**config.mk**
```make
export PLATFORM = sky130hd
export DESIGN_NAME = wave_timer8
export DESIGN_NICKNAME = d
export VERILOG_FILES = /design/src/rtl/wt_pkg.sv /design/src/rtl/wt_ctrl.sv /design/src/rtl/wt_datapath.sv /design/src/rtl/wave_timer8.sv
export SDC_FILE = /design/constraint.sdc
export NUM_CORES = 1
export LEC_CHECK = 0
export ABC_CLOCK_PERIOD_IN_PS = 3650
export BUFFER_PORTS_ARGS = -buffer_cell sky130_fd_sc_hd__buf_2
export CAP_MARGIN = 5
export CORE_ASPECT_RATIO = 0.5
export CORE_UTILIZATION = 40
export DETAILED_ROUTE_END_ITERATION = 10
export PLACE_DENSITY = 0.6
export SYNTH_ARGS = -nofsm -noshare
export SYNTH_HDL_FRONTEND = slang
export SYNTH_SLANG_ARGS = --single-unit
```
**constraint.sdc**
```tcl
create_clock -name clk -period 3.65 [get_ports clk]
set_clock_uncertainty 0.15 [all_clocks]
set_input_delay 0.5475 -clock clk [delete_from_list [all_inputs] [get_ports clk]]
set_output_delay 0.5475 -clock clk [all_outputs]
set_load 0.05 [all_outputs]
```
**src/rtl/wt_pkg.sv**
```systemverilog
package wt_pkg;
  localparam int ADDR_CTRLA = 0;
  localparam int ADDR_CTRLB = 1;
  localparam int ADDR_CMPA  = 2;
  localparam int ADDR_CMPB  = 3;
  localparam int ADDR_FLAGS = 4;

  localparam logic [2:0] MODE_NORMAL = 3'd0;
  localparam logic [2:0] MODE_PC_FF  = 3'd1;
  localparam logic [2:0] MODE_CTC    = 3'd2;
  localparam logic [2:0] MODE_FAST_FF = 3'd3;
  localparam logic [2:0] MODE_PC_A   = 3'd5;
  localparam logic [2:0] MODE_FAST_A = 3'd7;

  typedef enum logic [1:0] {CNT_INC, CNT_DEC, CNT_ZERO, CNT_HOLD} cntOp_e;
  typedef enum logic [1:0] {PIN_KEEP, PIN_SET, PIN_CLR, PIN_TGL} pinOp_e;

  typedef struct packed {
    cntOp_e cntOp;
    logic   dirNext;
    logic   immediate;
    logic   loadAct;
    logic   setFlag;
    pinOp_e pinOp;
  } wtStrobe_t;
endpackage

```
**src/rtl/wt_ctrl.sv**
```systemverilog
module wt_ctrl
  import wt_pkg::*;
#(
  parameter int CNT_W = 8
) (
  input  logic [2:0]       mode,
  input  logic [1:0]       comB,
  input  logic [CNT_W-1:0] cnt,
  input  logic             dirUp,
  input  logic [CNT_W-1:0] actA,
  input  logic [CNT_W-1:0] actB,
  output wtStrobe_t        strb,
  output logic [CNT_W-1:0] topVal,
  output logic             pinEn
);
  localparam logic [CNT_W-1:0] MAXV = {CNT_W{1'b1}};
  localparam logic [CNT_W-1:0] ONE  = CNT_W'(1);

  logic isPhase, isFast, topFromA, atTop, matchB;
  logic [CNT_W-1:0] cntInc;

  assign cntInc = cnt + ONE;

  always_comb begin
    isPhase  = (mode == MODE_PC_FF) || (mode == MODE_PC_A);
    isFast   = (mode == MODE_FAST_FF) || (mode == MODE_FAST_A);
    topFromA = (mode == MODE_CTC) || (mode == MODE_PC_A) || (mode == MODE_FAST_A);
    topVal   = topFromA ? actA : MAXV;
    atTop    = (cnt == topVal);
    matchB   = (cnt == actB);

    strb           = '0;
    strb.cntOp     = CNT_INC;
    strb.dirNext   = 1'b1;
    strb.immediate = !(isPhase || isFast);
    strb.loadAct   = strb.immediate || atTop;
    strb.pinOp     = PIN_KEEP;

    // counting sequence
    if (isPhase) begin
      if (topVal == '0) begin
        strb.cntOp = CNT_HOLD;
      end else if (dirUp || cnt == '0) begin
        strb.cntOp   = CNT_INC;
        strb.dirNext = (cntInc != topVal);
      end else begin
        strb.cntOp   = CNT_DEC;
        strb.dirNext = (cnt == ONE);
      end
    end else if (isFast || mode == MODE_CTC) begin
      strb.cntOp = atTop ? CNT_ZERO : CNT_INC;
    end

    // overflow point
    if (isPhase)                  strb.setFlag = !dirUp && (cnt == ONE) && (topVal != '0);
    else if (mode == MODE_FAST_A) strb.setFlag = atTop;
    else                          strb.setFlag = (cnt == MAXV);

    // waveform action
    if (isPhase) begin
      if (comB[1]) begin
        if (actB == topVal) begin
          if (atTop) strb.pinOp = comB[0] ? PIN_CLR : PIN_SET;
        end else if (matchB) begin
          if (dirUp) strb.pinOp = comB[0] ? PIN_SET : PIN_CLR;
          else       strb.pinOp = comB[0] ? PIN_CLR : PIN_SET;
        end
      end
    end else if (isFast) begin
      if (comB[1]) begin
        if (atTop)       strb.pinOp = comB[0] ? PIN_CLR : PIN_SET;
        else if (matchB) strb.pinOp = comB[0] ? PIN_SET : PIN_CLR;
      end
    end else if (matchB) begin
      case (comB)
        2'b01:   strb.pinOp = PIN_TGL;
        2'b10:   strb.pinOp = PIN_CLR;
        2'b11:   strb.pinOp = PIN_SET;
        default: strb.pinOp = PIN_KEEP;
      endcase
    end

    pinEn = (comB != 2'b00) && !((isPhase || isFast) && comB == 2'b01);
  end
endmodule

```
**src/rtl/wt_datapath.sv**
```systemverilog
module wt_datapath
  import wt_pkg::*;
#(
  parameter int CNT_W  = 8,
  parameter int ADDR_W = 3
) (
  input  logic              clk,
  input  logic              rstN,
  input  logic              wrEn,
  input  logic [ADDR_W-1:0] wrAddr,
  input  logic [CNT_W-1:0]  wrData,
  input  wtStrobe_t         strb,
  output logic [CNT_W-1:0]  cnt,
  output logic              dirUp,
  output logic [2:0]        mode,
  output logic [1:0]        comB,
  output logic [CNT_W-1:0]  actA,
  output logic [CNT_W-1:0]  actB,
  output logic              wfOut,
  output logic              ovfFlag
);
  logic [CNT_W-1:0] bufA, bufB;
  logic wrCtrlA, wrCtrlB, wrA, wrB, wrFlags;

  assign wrCtrlA = wrEn && (wrAddr == ADDR_W'(ADDR_CTRLA));
  assign wrCtrlB = wrEn && (wrAddr == ADDR_W'(ADDR_CTRLB));
  assign wrA     = wrEn && (wrAddr == ADDR_W'(ADDR_CMPA));
  assign wrB     = wrEn && (wrAddr == ADDR_W'(ADDR_CMPB));
  assign wrFlags = wrEn && (wrAddr == ADDR_W'(ADDR_FLAGS));

  always_ff @(posedge clk or negedge rstN) begin
    if (!rstN) begin
      mode    <= '0;
      comB    <= '0;
      bufA    <= '0;
      bufB    <= '0;
      actA    <= '0;
      actB    <= '0;
      cnt     <= '0;
      dirUp   <= 1'b1;
      wfOut   <= 1'b0;
      ovfFlag <= 1'b0;
    end else begin
      if (wrCtrlA) begin
        mode[1:0] <= wrData[1:0];
        comB      <= wrData[5:4];
      end
      if (wrCtrlB) mode[2] <= wrData[0];

      if (wrA) bufA <= wrData;
      if (wrB) bufB <= wrData;
      if (wrA && strb.immediate) actA <= wrData;
      else if (strb.loadAct)     actA <= bufA;
      if (wrB && strb.immediate) actB <= wrData;
      else if (strb.loadAct)     actB <= bufB;

      case (strb.cntOp)
        CNT_INC:  cnt <= cnt + 1'b1;
        CNT_DEC:  cnt <= cnt - 1'b1;
        CNT_ZERO: cnt <= '0;
        default:  cnt <= cnt;
      endcase
      dirUp <= strb.dirNext;

      if (strb.setFlag)             ovfFlag <= 1'b1;
      else if (wrFlags && wrData[0]) ovfFlag <= 1'b0;

      case (strb.pinOp)
        PIN_SET: wfOut <= 1'b1;
        PIN_CLR: wfOut <= 1'b0;
        PIN_TGL: wfOut <= !wfOut;
        default: wfOut <= wfOut;
      endcase
    end
  end
endmodule

```
**src/rtl/wave_timer8.sv**
```systemverilog
module wave_timer8
  import wt_pkg::*;
#(
  parameter int CNT_W  = 8,
  parameter int ADDR_W = 3
) (
  input  logic              clk,
  input  logic              rstN,
  input  logic              wrEn,
  input  logic [ADDR_W-1:0] wrAddr,
  input  logic [CNT_W-1:0]  wrData,
  output logic              wfOut,
  output logic              wfOutEn,
  output logic              ovfFlag
);
  wtStrobe_t        strb;
  logic [CNT_W-1:0] cnt, actA, actB, topVal;
  logic [2:0]       mode;
  logic [1:0]       comB;
  logic             dirUp;

  wt_ctrl #(.CNT_W(CNT_W)) i_ctrl (
    .mode(mode), .comB(comB), .cnt(cnt), .dirUp(dirUp),
    .actA(actA), .actB(actB), .strb(strb), .topVal(topVal), .pinEn(wfOutEn)
  );

  wt_datapath #(.CNT_W(CNT_W), .ADDR_W(ADDR_W)) i_dp (
    .clk(clk), .rstN(rstN), .wrEn(wrEn), .wrAddr(wrAddr), .wrData(wrData),
    .strb(strb), .cnt(cnt), .dirUp(dirUp), .mode(mode), .comB(comB),
    .actA(actA), .actB(actB), .wfOut(wfOut), .ovfFlag(ovfFlag)
  );
endmodule

```
==> run summary, run 1 <==
• 23 — row count
• 3830 µm² — Design Area, Final
• 132 µm — Die X-Extent
• i_dp.cnt[7] — worst setup path endpoint
• 267 µV — worst vdd rail ir drop
• 48 — flip-flop and latch count after synthesis
• 0 — number of enable-type register cells in the synthesized netlist
• 21.1% — all-layer global routing usage
• 2,986 — routed vias
• 49 — largest net degree at the start of global routing
• 2 — clock tree buffer depth
• 0 — number of antenna violations at the first check in global routing
• 3660 µm² — Area after DPL
• 1.00 ns — worst-margin pin slew
• 48 — Sinks on Clock Net
• 100% — ys async rst share
• sky130_fd_sc_hd__dfrtp_1 — slowest cell on the critical path
• 8870 µm² — die footprint
• flip-flop — sort of element at the end of the critical path
• i_dp.cnt[7] — critical register-to-register path endpoint
• 2,882 — vias in the first global route
• 416 — Post-layout nets
• 5 — total clock buffers created by CTS
• 0 — number of buffers added for setup after CTS
• 1.53 nW — Static Leakage
• 0 — YS warnings
• 0.169 ns — final worst setup slack
• 8.97 µm² — Synth Area per Inst
• 16 — PortBufs
• completed — run status
• 8770 µm — WL final
• 0.915 — placer congestion estimate
• 6340 µm — final HPWL from detailed placement
• i_dp.mode[2] — worst setup path startpoint
• 378 — post-synthesis instance total
• 0 — max-cap viol count
• 0 — Post-route DRC
• 2 — H-tree levels
• 7 — maximum fanout along the worst path
• 408 — violation count after the first detailed-routing iteration
• 13 — Worst Reg2Reg Path Length in Cells
• 0 — count of nets left with antenna violations after detail routing
• 17.3 µm — Routed wire per std cell
• flip-flop to flip-flop — category of the critical setup timing path
• 3.55 ns — worst path arrival time
• 13.0% — signed area change from the synthesized netlist to the final layout
• 20.8% — share of layout cells above drive strength 1
• 3.72 ns — endpoint required time on the critical path
• 0.287 GHz — achievable frequency
• no — unrepaired setup endpoints after global routing
• primary input to async pin — path category of the worst min-delay check
• 0 — Pins Over Slew Limit
• 17 — number of I/O pins
• sky130_fd_sc_hd__clkbuf_16 — cell at the root of the clock tree
• 14,400 µm — first-pass GRT wire length
• 5.90 — post-DR vias/cell
• -0.00409 ns — setup slack after placement
• flip-flop — startpoint class of the critical path
• 683 nW/µm² — power per cell area
• 0 — antenna cell count
• 3390 µm² — Mapped Area
• 64 — count of distinct cell types in the synthesized netlist
• or3b_4, a211o_1, a211o_1, a32o_1, or2_0, inv_1, a31oi_1, ha_2, inv_2, nand2_2, o41ai_2, a21oi_1, a21oi_1 — crit-path cells
• 95.4% — final period utilization
• 5 — number of iterations in the first detailed-routing pass
• done — CTS tree
• 32.2% — worst relative slew slack
• sky130_fd_sc_hd__dfrtp_1 — most frequently used flop master after synthesis
• 47 x sky130_fd_sc_hd__dfrtp_1, 39 x sky130_fd_sc_hd__nor2_1, 30 x sky130_fd_sc_hd__a21oi_1 — commonest cells after routing, fill and taps aside
• 0 — number of hold violations in the final report
• 3.48 ns — post-layout minimum cycle time
• 401 — number of nets in the synthesized netlist
• 0.07 ns — Reg clk slew, reported paths
• 0.45 ns — Max stage delay on crit path
• i_dp.mode[2] — beginning of the worst register-to-register path
• 8120 µm² — Placeable Area
• 0 — GRT overflow
• 0.17 ns — worst reg-to-reg setup slack
• 35.5% — portion of the post-synthesis area used by sequential elements
• 0 — total setup violations reported at the end of the flow
• 67.1 µm — vertical extent of the die
• 41.8% — Initial Util
• 0.30 ns — Clock Latency Late Sink
• sky130_fd_sc_hd__dfrtp_1 — most common library cell in the layout ignoring fill and taps
-- metal layers --
layer | vias to the layer above | global-route usage, % | wire length (µm)
met5 | - | 0 | 0
met4 | 0 | 7.76 | 180
met3 | 17 | 4.41 | 466
met2 | 92 | 34.5 | 3890
met1 | 1462 | 28.1 | 4230
li1 | 1415 | - | -
-- registers in the layout, summed over array words and instances (netlist names) --
signal        count
i_dp.actA         8
i_dp.actB         8
i_dp.bufA         8
i_dp.bufB         8
i_dp.cnt          8
i_dp.comB         2
i_dp.dirUp        1
i_dp.mode         3
i_dp.ovfFlag      1
i_dp.wfOut        1
-- stage by stage --
step	cells	hold WS (ns)	power, mW	TNS, ns	utilization (%)
floorplan	378	0.102	1.78	0	-
global placement	498	0.337	2.08	0	45.1
detailed placement	498	0.343	2.11	-0.00409	45.1
CTS	506	0.229	2.60	0	47.0
global route	506	0.264	2.81	0	47.2
finish	506	0.191	2.62	0	47.2
-- critical path: cells and delay by family, from the launching register on --
kind / cells / cell delay [ns]
simple gates: 3 / 0.80
fa+ha+maj: 1 / 0.34
compound gates: 7 / 1.49
flops: 1 / 0.45
buf+inv: 2 / 0.18
-- timing repair --
item / in CTS / in global routing
setup endpoints to repair: 1 / 7
resized for setup: 1 / 4
pin swaps: 0 / 0
hold buffers: 0 / 0
-- area by class of cell --
type | count | area [µm²]
Multi-Input combinational cell | 286 | 2020
Sequential cell | 48 | 1200
Inverter | 10 | 37.5
Clock buffer | 6 | 139
Clock inverter | 2 | 15.0
Fill cell | 797 | 4290
Tap cell | 112 | 140
Timing Repair Buffer | 42 | 275
-- synth_stat cells (all sizes together) (3+ instances only) --
cell      n  area (µm²)
a2111oi   4        35.0
a211o     4        35.0
a21oi    30         150
a22o      4        35.0
a22oi     3        22.5
a31oi     4        25.0
and2      3        18.8
and3      5        31.3
buf       9        57.6
clkbuf   25        93.8
dfrtp    47        1180
ha        9         113
inv      10        37.5
mux2     19         214
mux2i    19         190
nand2    23        86.3
nand3     9        45.0
nand4    10        62.6
nor2     39         146
nor2b     3        18.8
nor3      8        40.0
nor4      3        18.8
o211ai    3        22.5
o21ai    12        60.1
o221ai    4        35.0
o31ai     3        22.5
o41ai     3        33.8
or2       4        25.0
xnor2    15         131
xor2      9        78.8
-- worst min-delay path by stage --
stage / startpoint / to / slack [ns] / depth (start not counted)
after floorplan: rstN / i_dp.actA[0] / 0.10 / 0
final: rstN / i_dp.bufB[3] / 0.19 / 2
after global placement: i_dp.bufB[6] / i_dp.bufB[6] / 0.34 / 1
after global routing: rstN / i_dp.bufA[3] / 0.26 / 2
after CTS: rstN / i_dp.bufB[3] / 0.23 / 2
after detailed placement: i_dp.bufB[6] / i_dp.bufB[6] / 0.34 / 1
-- where the power goes --
group	leakage, nW	internal [mW]	switching [mW]
combinational	0.893	0.534	0.633
sequential	0.570	0.693	0.267
clock	0.0691	0.273	0.216
total	1.53	1.50	1.12
-- cells by family (layout without fill, tap and decap cells) --
kind of cell               after synthesis  in the layout  synth area share, %
and+or+nand+nor                        120            120                 18.1
AOI/OAI and AO/OA                       95             95                 19.4
DFF                                     48             48                 35.5
buffers and inverters                   44             60                 5.57
muxes                                   38             38                 11.9
xor gates and xnor gates                24             24                 6.20
adders and majority gates                9              9                 3.32
Power figures use the tool's default switching activity.
==> run 2: changes to the inputs <==
--- a/config.mk
+++ b/config.mk
@@ -11,7 +11,7 @@
 export CORE_ASPECT_RATIO = 0.5
 export CORE_UTILIZATION = 40
 export DETAILED_ROUTE_END_ITERATION = 10
-export PLACE_DENSITY = 0.6
+export PLACE_DENSITY = 0.66
 export SYNTH_ARGS = -nofsm -noshare
 export SYNTH_HDL_FRONTEND = slang
 export SYNTH_SLANG_ARGS = --single-unit
==> run summary, run 2 (synthesis results as in run 1) <==
• 47.3% — Final Util, +0.092 points
• 0 — hold bufs inserted after CTS, unchanged
• 0 — antenna cell count, unchanged
• 3.59 ns — worst path arrival time, +0.04 ns
• 0 — Pins Over Slew Limit, unchanged
• 0 — GRT overflow, unchanged
• primary input to async pin — path category of the worst min-delay check
• 8120 µm² — Placeable Area, unchanged
• 0 — number of antenna violations at the first check in global routing, unchanged
• sky130_fd_sc_hd__clkbuf_16 — cell at the root of the clock tree
• 33 — largest net degree at the start of global routing, -33%
• 13 — Worst Reg2Reg Path Length in Cells, unchanged
• 132 µm — Die X-Extent, unchanged
• 2010 µm² — multi-input combinational cell area, -0.50%
• 16.7 µm — Routed wire per std cell, -3.5%
• 35.0% — worst relative slew slack, +2.8 points
• 786 — number of fill cells in the layout, -1.4%
• 0 — total setup violations reported at the end of the flow, unchanged
• 0.954 — placer congestion estimate, +4.3%
• 48 — Sinks on Clock Net, unchanged
• 2 — clock tree buffer depth, unchanged
• 8410 µm — WL final, -4.1%
• done — CTS tree
• yes — unrepaired setup endpoints after global routing
• 2,912 — routed vias, -2.5%
• 0.134 ns — setup slack after placement, +0.138 ns
• 413 — Post-layout nets, -0.72%
• flip-flop — startpoint class of the critical path
• 6060 µm — final HPWL from detailed placement, -4.5%
• 13.2% — signed area change from the synthesized netlist to the final layout
• sky130_fd_sc_hd__dfrtp_1 — most common library cell in the layout ignoring fill and taps
• 0 — number of hold violations in the final report, unchanged
• 0 — count of nets left with antenna violations after detail routing, unchanged
• 0.122 ns — final worst setup slack, -0.0471 ns
• 19.7% — share of layout cells above drive strength 1, -1.1 points
• 0.961 ns — worst-margin pin slew, -0.0418 ns
• 96.7% — final period utilization, +1.3 points
• 2.71 mW — total power, +3.5%
• 20.2% — all-layer global routing usage, -0.89 points
• 2 — H-tree levels, unchanged
• 3.53 ns — post-layout minimum cycle time, +0.0471 ns
• 706 nW/µm² — power per cell area, +3.3%
• 5 — total clock buffers created by CTS, unchanged
• 1200 µm² — sequential standard cell area, unchanged
• 259 µV — worst vdd rail ir drop, -3.0%
• 0.07 ns — Reg clk slew, reported paths, about the same
• 4 — number of iterations in the first detailed-routing pass, -1
• flip-flop to flip-flop — category of the critical setup timing path
• 0 — # resized after CTS, -1
• 0 — max-cap viol count, unchanged
• 23 — row count, unchanged
• 0 — Post-route DRC, unchanged
• 0.123 ns — worst hold-check slack, -0.0675 ns
• 8870 µm² — die footprint, unchanged
• flip-flop — sort of element at the end of the critical path
• 5.79 — post-DR vias/cell, -1.9%
• 1.54 nW — Static Leakage, +0.41%
• 67.1 µm — vertical extent of the die, unchanged
• 47 x sky130_fd_sc_hd__dfrtp_1, 39 x sky130_fd_sc_hd__nor2_1, 30 x sky130_fd_sc_hd__a21oi_1 — commonest cells after routing, fill and taps aside
• 13,900 µm — first-pass GRT wire length, -3.4%
• 16 — PortBufs, unchanged
• 7 — maximum fanout along the worst path, unchanged
• 17 — number of I/O pins, unchanged
• 253 — violation count after the first detailed-routing iteration, -38%
• 0 — number of buffers added for setup after CTS, unchanged
• 3.72 ns — endpoint required time on the critical path, about the same
• 41.8% — Initial Util, unchanged
• 0.283 GHz — achievable frequency, -1.3%
• 0.29 ns — Clock Latency Late Sink, about the same
• 2,772 — vias in the first global route, -3.8%
• completed — run status
-- run 2: final timing paths --
kind | from | to | slack [ns]
max | i_dp.mode[0] | i_dp.cnt[7] | 0.12
min | rstN | i_dp.cnt[6] | 0.12
max reg2reg | i_dp.mode[0] | i_dp.cnt[7] | 0.12
min reg2reg | i_dp.bufB[5] | i_dp.bufB[5] | 0.36
max in group asynchronous | rstN | i_dp.actB[3] | 2.48
min in group clk | i_dp.bufB[5] | i_dp.bufB[5] | 0.36
-- run 2: stage by stage --
stage / cells / setup TNS [ns] / cell area [µm²]
2_1_floorplan: 378 / 0 / 3390
3_3_place_gp: 495 / 0 / 3640
3_5_place_dp: 495 / 0 / 3640
4_1_cts: 503 / 0 / 3830
5_1_grt: 503 / -0.0286 / 3840
6_report: 503 / 0 / 3840
-- run 2: power breakdown --
part           switching [mW]  internal [mW]
Clock                   0.214          0.395
Sequential              0.287          0.692
Combinational           0.600          0.519
-- run 2: worst max-delay path: stages (launching register included) --
cell                      delay [ns]
sky130_fd_sc_hd__dfrtp_1        0.44
sky130_fd_sc_hd__or3b_1         0.45
sky130_fd_sc_hd__a211o_1        0.31
sky130_fd_sc_hd__a211o_1        0.29
sky130_fd_sc_hd__a32o_1         0.23
sky130_fd_sc_hd__or2_0          0.24
sky130_fd_sc_hd__inv_1          0.06
sky130_fd_sc_hd__a31oi_1        0.10
sky130_fd_sc_hd__ha_1           0.37
sky130_fd_sc_hd__inv_2          0.12
sky130_fd_sc_hd__nand2_2        0.11
sky130_fd_sc_hd__o41ai_1        0.35
sky130_fd_sc_hd__a21oi_1        0.11
sky130_fd_sc_hd__a21oi_1        0.12
-- run 2: final cells by class --
cell class              count  area share (%)
repair buffers             39            6.59
multi-input cells         286            52.4
clock buffers               5            3.26
clock inverters             3            1.79
flip-flops and latches     48            31.3
inverters                  10           0.978
well taps                 112            3.65
-- run 2: layer usage --
layer / wire (µm) / global-route usage, %
met2: 3820 / 33.5
met4: 21 / 4.45
met3: 469 / 4.19
met5: 0 / 0
met1: 4100 / 27.6
==> run 3: changes to the inputs <==
--- a/config.mk
+++ b/config.mk
@@ -5,6 +5,7 @@
 export SDC_FILE = /design/constraint.sdc
 export NUM_CORES = 1
 export LEC_CHECK = 0
+export ABC_AREA = 1
 export ABC_CLOCK_PERIOD_IN_PS = 3650
 export BUFFER_PORTS_ARGS = -buffer_cell sky130_fd_sc_hd__buf_2
 export CAP_MARGIN = 5
@@ -14,4 +15,5 @@
 export PLACE_DENSITY = 0.66
 export SYNTH_ARGS = -nofsm -noshare
 export SYNTH_HDL_FRONTEND = slang
+export SYNTH_HIERARCHICAL = 1
 export SYNTH_SLANG_ARGS = --single-unit
==> run summary, run 3 <==
• completed — run status
• 6 — YS warnings, +6
• sky130_fd_sc_hd__nand2_1 — most repeated cell in the gate-level netlist after synthesis
• 18 — maximum fanout along the worst path, +11
• 15.5% — share of layout cells above drive strength 1, -4.2 points
• sky130_fd_sc_hd__nand2_1 — most common library cell in the layout ignoring fill and taps
• 1.38 mW — Cell Int Power, -14%
• 1870 µm² — multi-input combinational cell area, -7.0%
• 11.6% — fraction of the mapped netlist area in compound gates, -7.8 points
• 3540 µm² — Area after DPL, -2.6%
• primary input to async pin — path category of the worst min-delay check
• 2 — H-tree levels, unchanged
• sky130_fd_sc_hd__clkbuf_16 — cell at the root of the clock tree
• 2,621 — vias in the first global route, -5.4%
• 0 — antenna cell count, unchanged
• no — unrepaired setup endpoints after global routing
• 3330 µm² — Mapped Area, -1.8%
• 41.5% — Initial Util, -0.31 points
• 816 — number of fill cells in the layout, +3.8%
• 17 — number of I/O pins, unchanged
• flip-flop — startpoint class of the critical path
• 5 — total clock buffers created by CTS, unchanged
• 451 — post-synthesis instance total, +19%
• sky130_fd_sc_hd__dfrtp_1 35%, sky130_fd_sc_hd__nand2_1 14%, sky130_fd_sc_hd__nand3_1 7.2% — top cells by area, synth
• 35.3% — share of the synthesized area in the top cell type, +0.64 points
• 0% — share of cell area taken by muxes after synthesis, -12 points
• 576 — number of placed instances with taps included, +16%
• 36 — largest net degree at the start of global routing, +9.1%
• 121 x sky130_fd_sc_hd__nand2_1, 56 x sky130_fd_sc_hd__inv_1, 48 x sky130_fd_sc_hd__nand3_1 — commonest cells after routing, fill and taps aside
• 100% — ys async rst share, unchanged
• 48 — Sinks on Clock Net, unchanged
• 0.888 — placer congestion estimate, -7.0%
• 8710 µm² — die footprint, -1.8%
• 2 — clock tree buffer depth, unchanged
• 0 — GRT overflow, unchanged
• 0 — number of buffers added for setup after CTS, unchanged
• 0.29 ns — Clock Latency Late Sink, about the same
• 0 — Pins Over Slew Limit, unchanged
• 671 nW/µm² — power per cell area, -4.9%
• 1.85 nW — Static Leakage, +20%
• 121 x sky130_fd_sc_hd__nand2_1, 56 x sky130_fd_sc_hd__inv_1, 48 x sky130_fd_sc_hd__nand3_1 — most numerous cell types in the synthesized netlist
• 44.6% — Switching Share, +3.9 points
• flip-flop to flip-flop — category of the critical setup timing path
• 3.38% — adder-cell area share of the yosys netlist, +0.061 points
• 0.305 ns — setup slack after placement, +0.170 ns
• 0 — total setup violations reported at the end of the flow, unchanged
• 3.69 ns — endpoint required time on the critical path, -0.03 ns
• sky130_fd_sc_hd__dfrtp_1 — most frequently used flop master after synthesis
• 35.7% — worst relative slew slack, +0.71 points
• 2,957 — routed vias, +1.5%
• 86.7% — final period utilization, -9.9 points
• 251 µV — worst vdd rail ir drop, -3.1%
• 0.07 ns — Reg clk slew, reported paths, about the same
• 494 — Post-layout nets, +20%
• 23 — row count, unchanged
• 3700 µm² — Design Area, Final, -3.5%
• 5.06 — post-DR vias/cell, -13%
• 474 — number of nets in the synthesized netlist, +18%
• 8030 µm² — Placeable Area, -1.1%
• 5.26% — xor and xnor area share after synthesis, -0.94 points
• 131 µm — Die X-Extent, -0.89%
• 1.11 mW — switching power total, +0.71%
• 0 — number of antenna violations at the first check in global routing, unchanged
• 5 — number of iterations in the first detailed-routing pass, +1
• 7.38 µm² — Synth Area per Inst, -18%
• flip-flop — sort of element at the end of the critical path
• 0 — hold bufs inserted after CTS, unchanged
• 7910 µm — WL final, -6.0%
• 35.7% — Post-Synth Simple-Gate Area, +18 points
• 19.7% — all-layer global routing usage, -0.52 points
• 19.6% — clock share of power, -2.9 points
• 0.316 GHz — achievable frequency, +11%
• 0.961 ns — worst-margin pin slew, +0.0000259 ns
• 13,100 µm — first-pass GRT wire length, -6.3%
• 0 — Post-route DRC, unchanged
• 250 — violation count after the first detailed-routing iteration, -1.2%
• 0 — number of hold violations in the final report, unchanged
• 0.484 ns — final worst setup slack, +0.362 ns
• 584 — number of cells in the finished layout apart from fillers, +16%
• simple AND/OR/NAND/NOR gates — dominant combinational cell family by area after synthesis
• sky130_fd_sc_hd__dfrtp_1 — library cell occupying the most area in the post-synthesis netlist
• 5790 µm — final HPWL from detailed placement, -4.4%
• 66.5 µm — vertical extent of the die, -0.89%
• 16 — PortBufs, unchanged
• 48 — flip-flop and latch count after synthesis, unchanged
• 39 — count of distinct cell types in the synthesized netlist, -39%
• 0 — count of nets left with antenna violations after detail routing, unchanged
• 0.196 ns — worst hold-check slack, +0.0726 ns
• 0 — max-cap viol count, unchanged
• 35.5% — sequential fraction of design power, -0.7 points
• 0 — number of enable-type register cells in the synthesized netlist, unchanged
• 0 ns — total negative slack, unchanged
• 3.20 ns — worst path arrival time, -0.39 ns
• 1200 µm² — sequential standard cell area, unchanged
• done — CTS tree
• 3.17 ns — post-layout minimum cycle time, -0.362 ns
• 13.5 µm — Routed wire per std cell, -19%
• 44.9% — portion of total power attributed to combinational logic, +3.6 points
• 36.1% — portion of the post-synthesis area used by sequential elements, +0.65 points
• 11.3% — signed area change from the synthesized netlist to the final layout
## run 3: what timing repair did
action	in CTS	in global routing
setup endpoints to repair	0	2
resized for setup	0	1
hold endpoints to repair	0	0
## run 3: power groups by stage
stage	Combinational, mW	Sequential, mW	Clock, mW
5_1_grt	1.26	0.908	0.519
4_1_cts	1.11	0.880	0.495
2_1_floorplan	0.855	0.866	0
6_report	1.12	0.884	0.487
3_5_place_dp	1.10	0.889	0
3_3_place_gp	1.10	0.887	0
## run 3: final cells by class
cell class	instances	share of cell area, %
Clock inverter	2	0.405
Sequential cell	48	32.5
Clock buffer	6	3.75
Inverter	59	5.98
Timing Repair Buffer	21	3.17
Multi-Input combinational cell	336	50.5
Tap cell	112	3.78
## run 3: metal layers
layer  GRT usage [%]  wire (µm)  share of wire, %
met2            29.6       3490                44
met4            3.88         35              0.44
met5               0          0                 0
met3            3.69        246               3.1
met1            29.3       4140                52
## run 3: metrics by stage
step	utilization, %	total power [mW]
final	46.1	2.49
after global routing	46.1	2.69
after CTS	46.1	2.48
after detailed placement	44.1	1.99
after global placement	44.1	1.98
after floorplan	-	1.72
## run 3: kinds of logic after synthesis
kind of cell               count (synthesis)
and+or+nand+nor                          246
AOI/OAI and AO/OA                         61
adders and majority gates                  9
DFF                                       48
buffers and inverters                     67
xor gates and xnor gates                  20
## run 3: path summary, 6_finish.rpt
check	from	endpoint	slack (ns)	depth (start not counted)
max in group asynchronous	rstN	i_dp/actB[6]	2.44	2
max	i_dp/mode[0]	i_dp/cnt[6]	0.48	19
min	rstN	i_dp/wfOut	0.20	1
max reg2reg	i_dp/mode[0]	i_dp/cnt[6]	0.48	19
min in group clk	i_dp/wfOut	i_dp/wfOut	0.33	1
min reg2reg	i_dp/wfOut	i_dp/wfOut	0.33	1
## run 3: critical path, cell delays in order (launching register included)
cell,delay [ns]
sky130_fd_sc_hd__dfrtp_1,0.47
sky130_fd_sc_hd__inv_2,0.11
sky130_fd_sc_hd__nand3_4,0.08
sky130_fd_sc_hd__nand2_4,0.14
sky130_fd_sc_hd__nand2_1,0.14
sky130_fd_sc_hd__nand2_1,0.10
sky130_fd_sc_hd__nand2_2,0.10
sky130_fd_sc_hd__nand2_2,0.07
sky130_fd_sc_hd__nor2_4,0.11
sky130_fd_sc_hd__nand2_2,0.10
sky130_fd_sc_hd__o22ai_2,0.25
sky130_fd_sc_hd__nor2_1,0.17
sky130_fd_sc_hd__ha_1,0.36
sky130_fd_sc_hd__inv_1,0.09
sky130_fd_sc_hd__o21bai_1,0.29
sky130_fd_sc_hd__a21oi_2,0.11
sky130_fd_sc_hd__nand2_1,0.06
sky130_fd_sc_hd__nand2_1,0.04
sky130_fd_sc_hd__nand3_1,0.06
sky130_fd_sc_hd__nand2_1,0.05
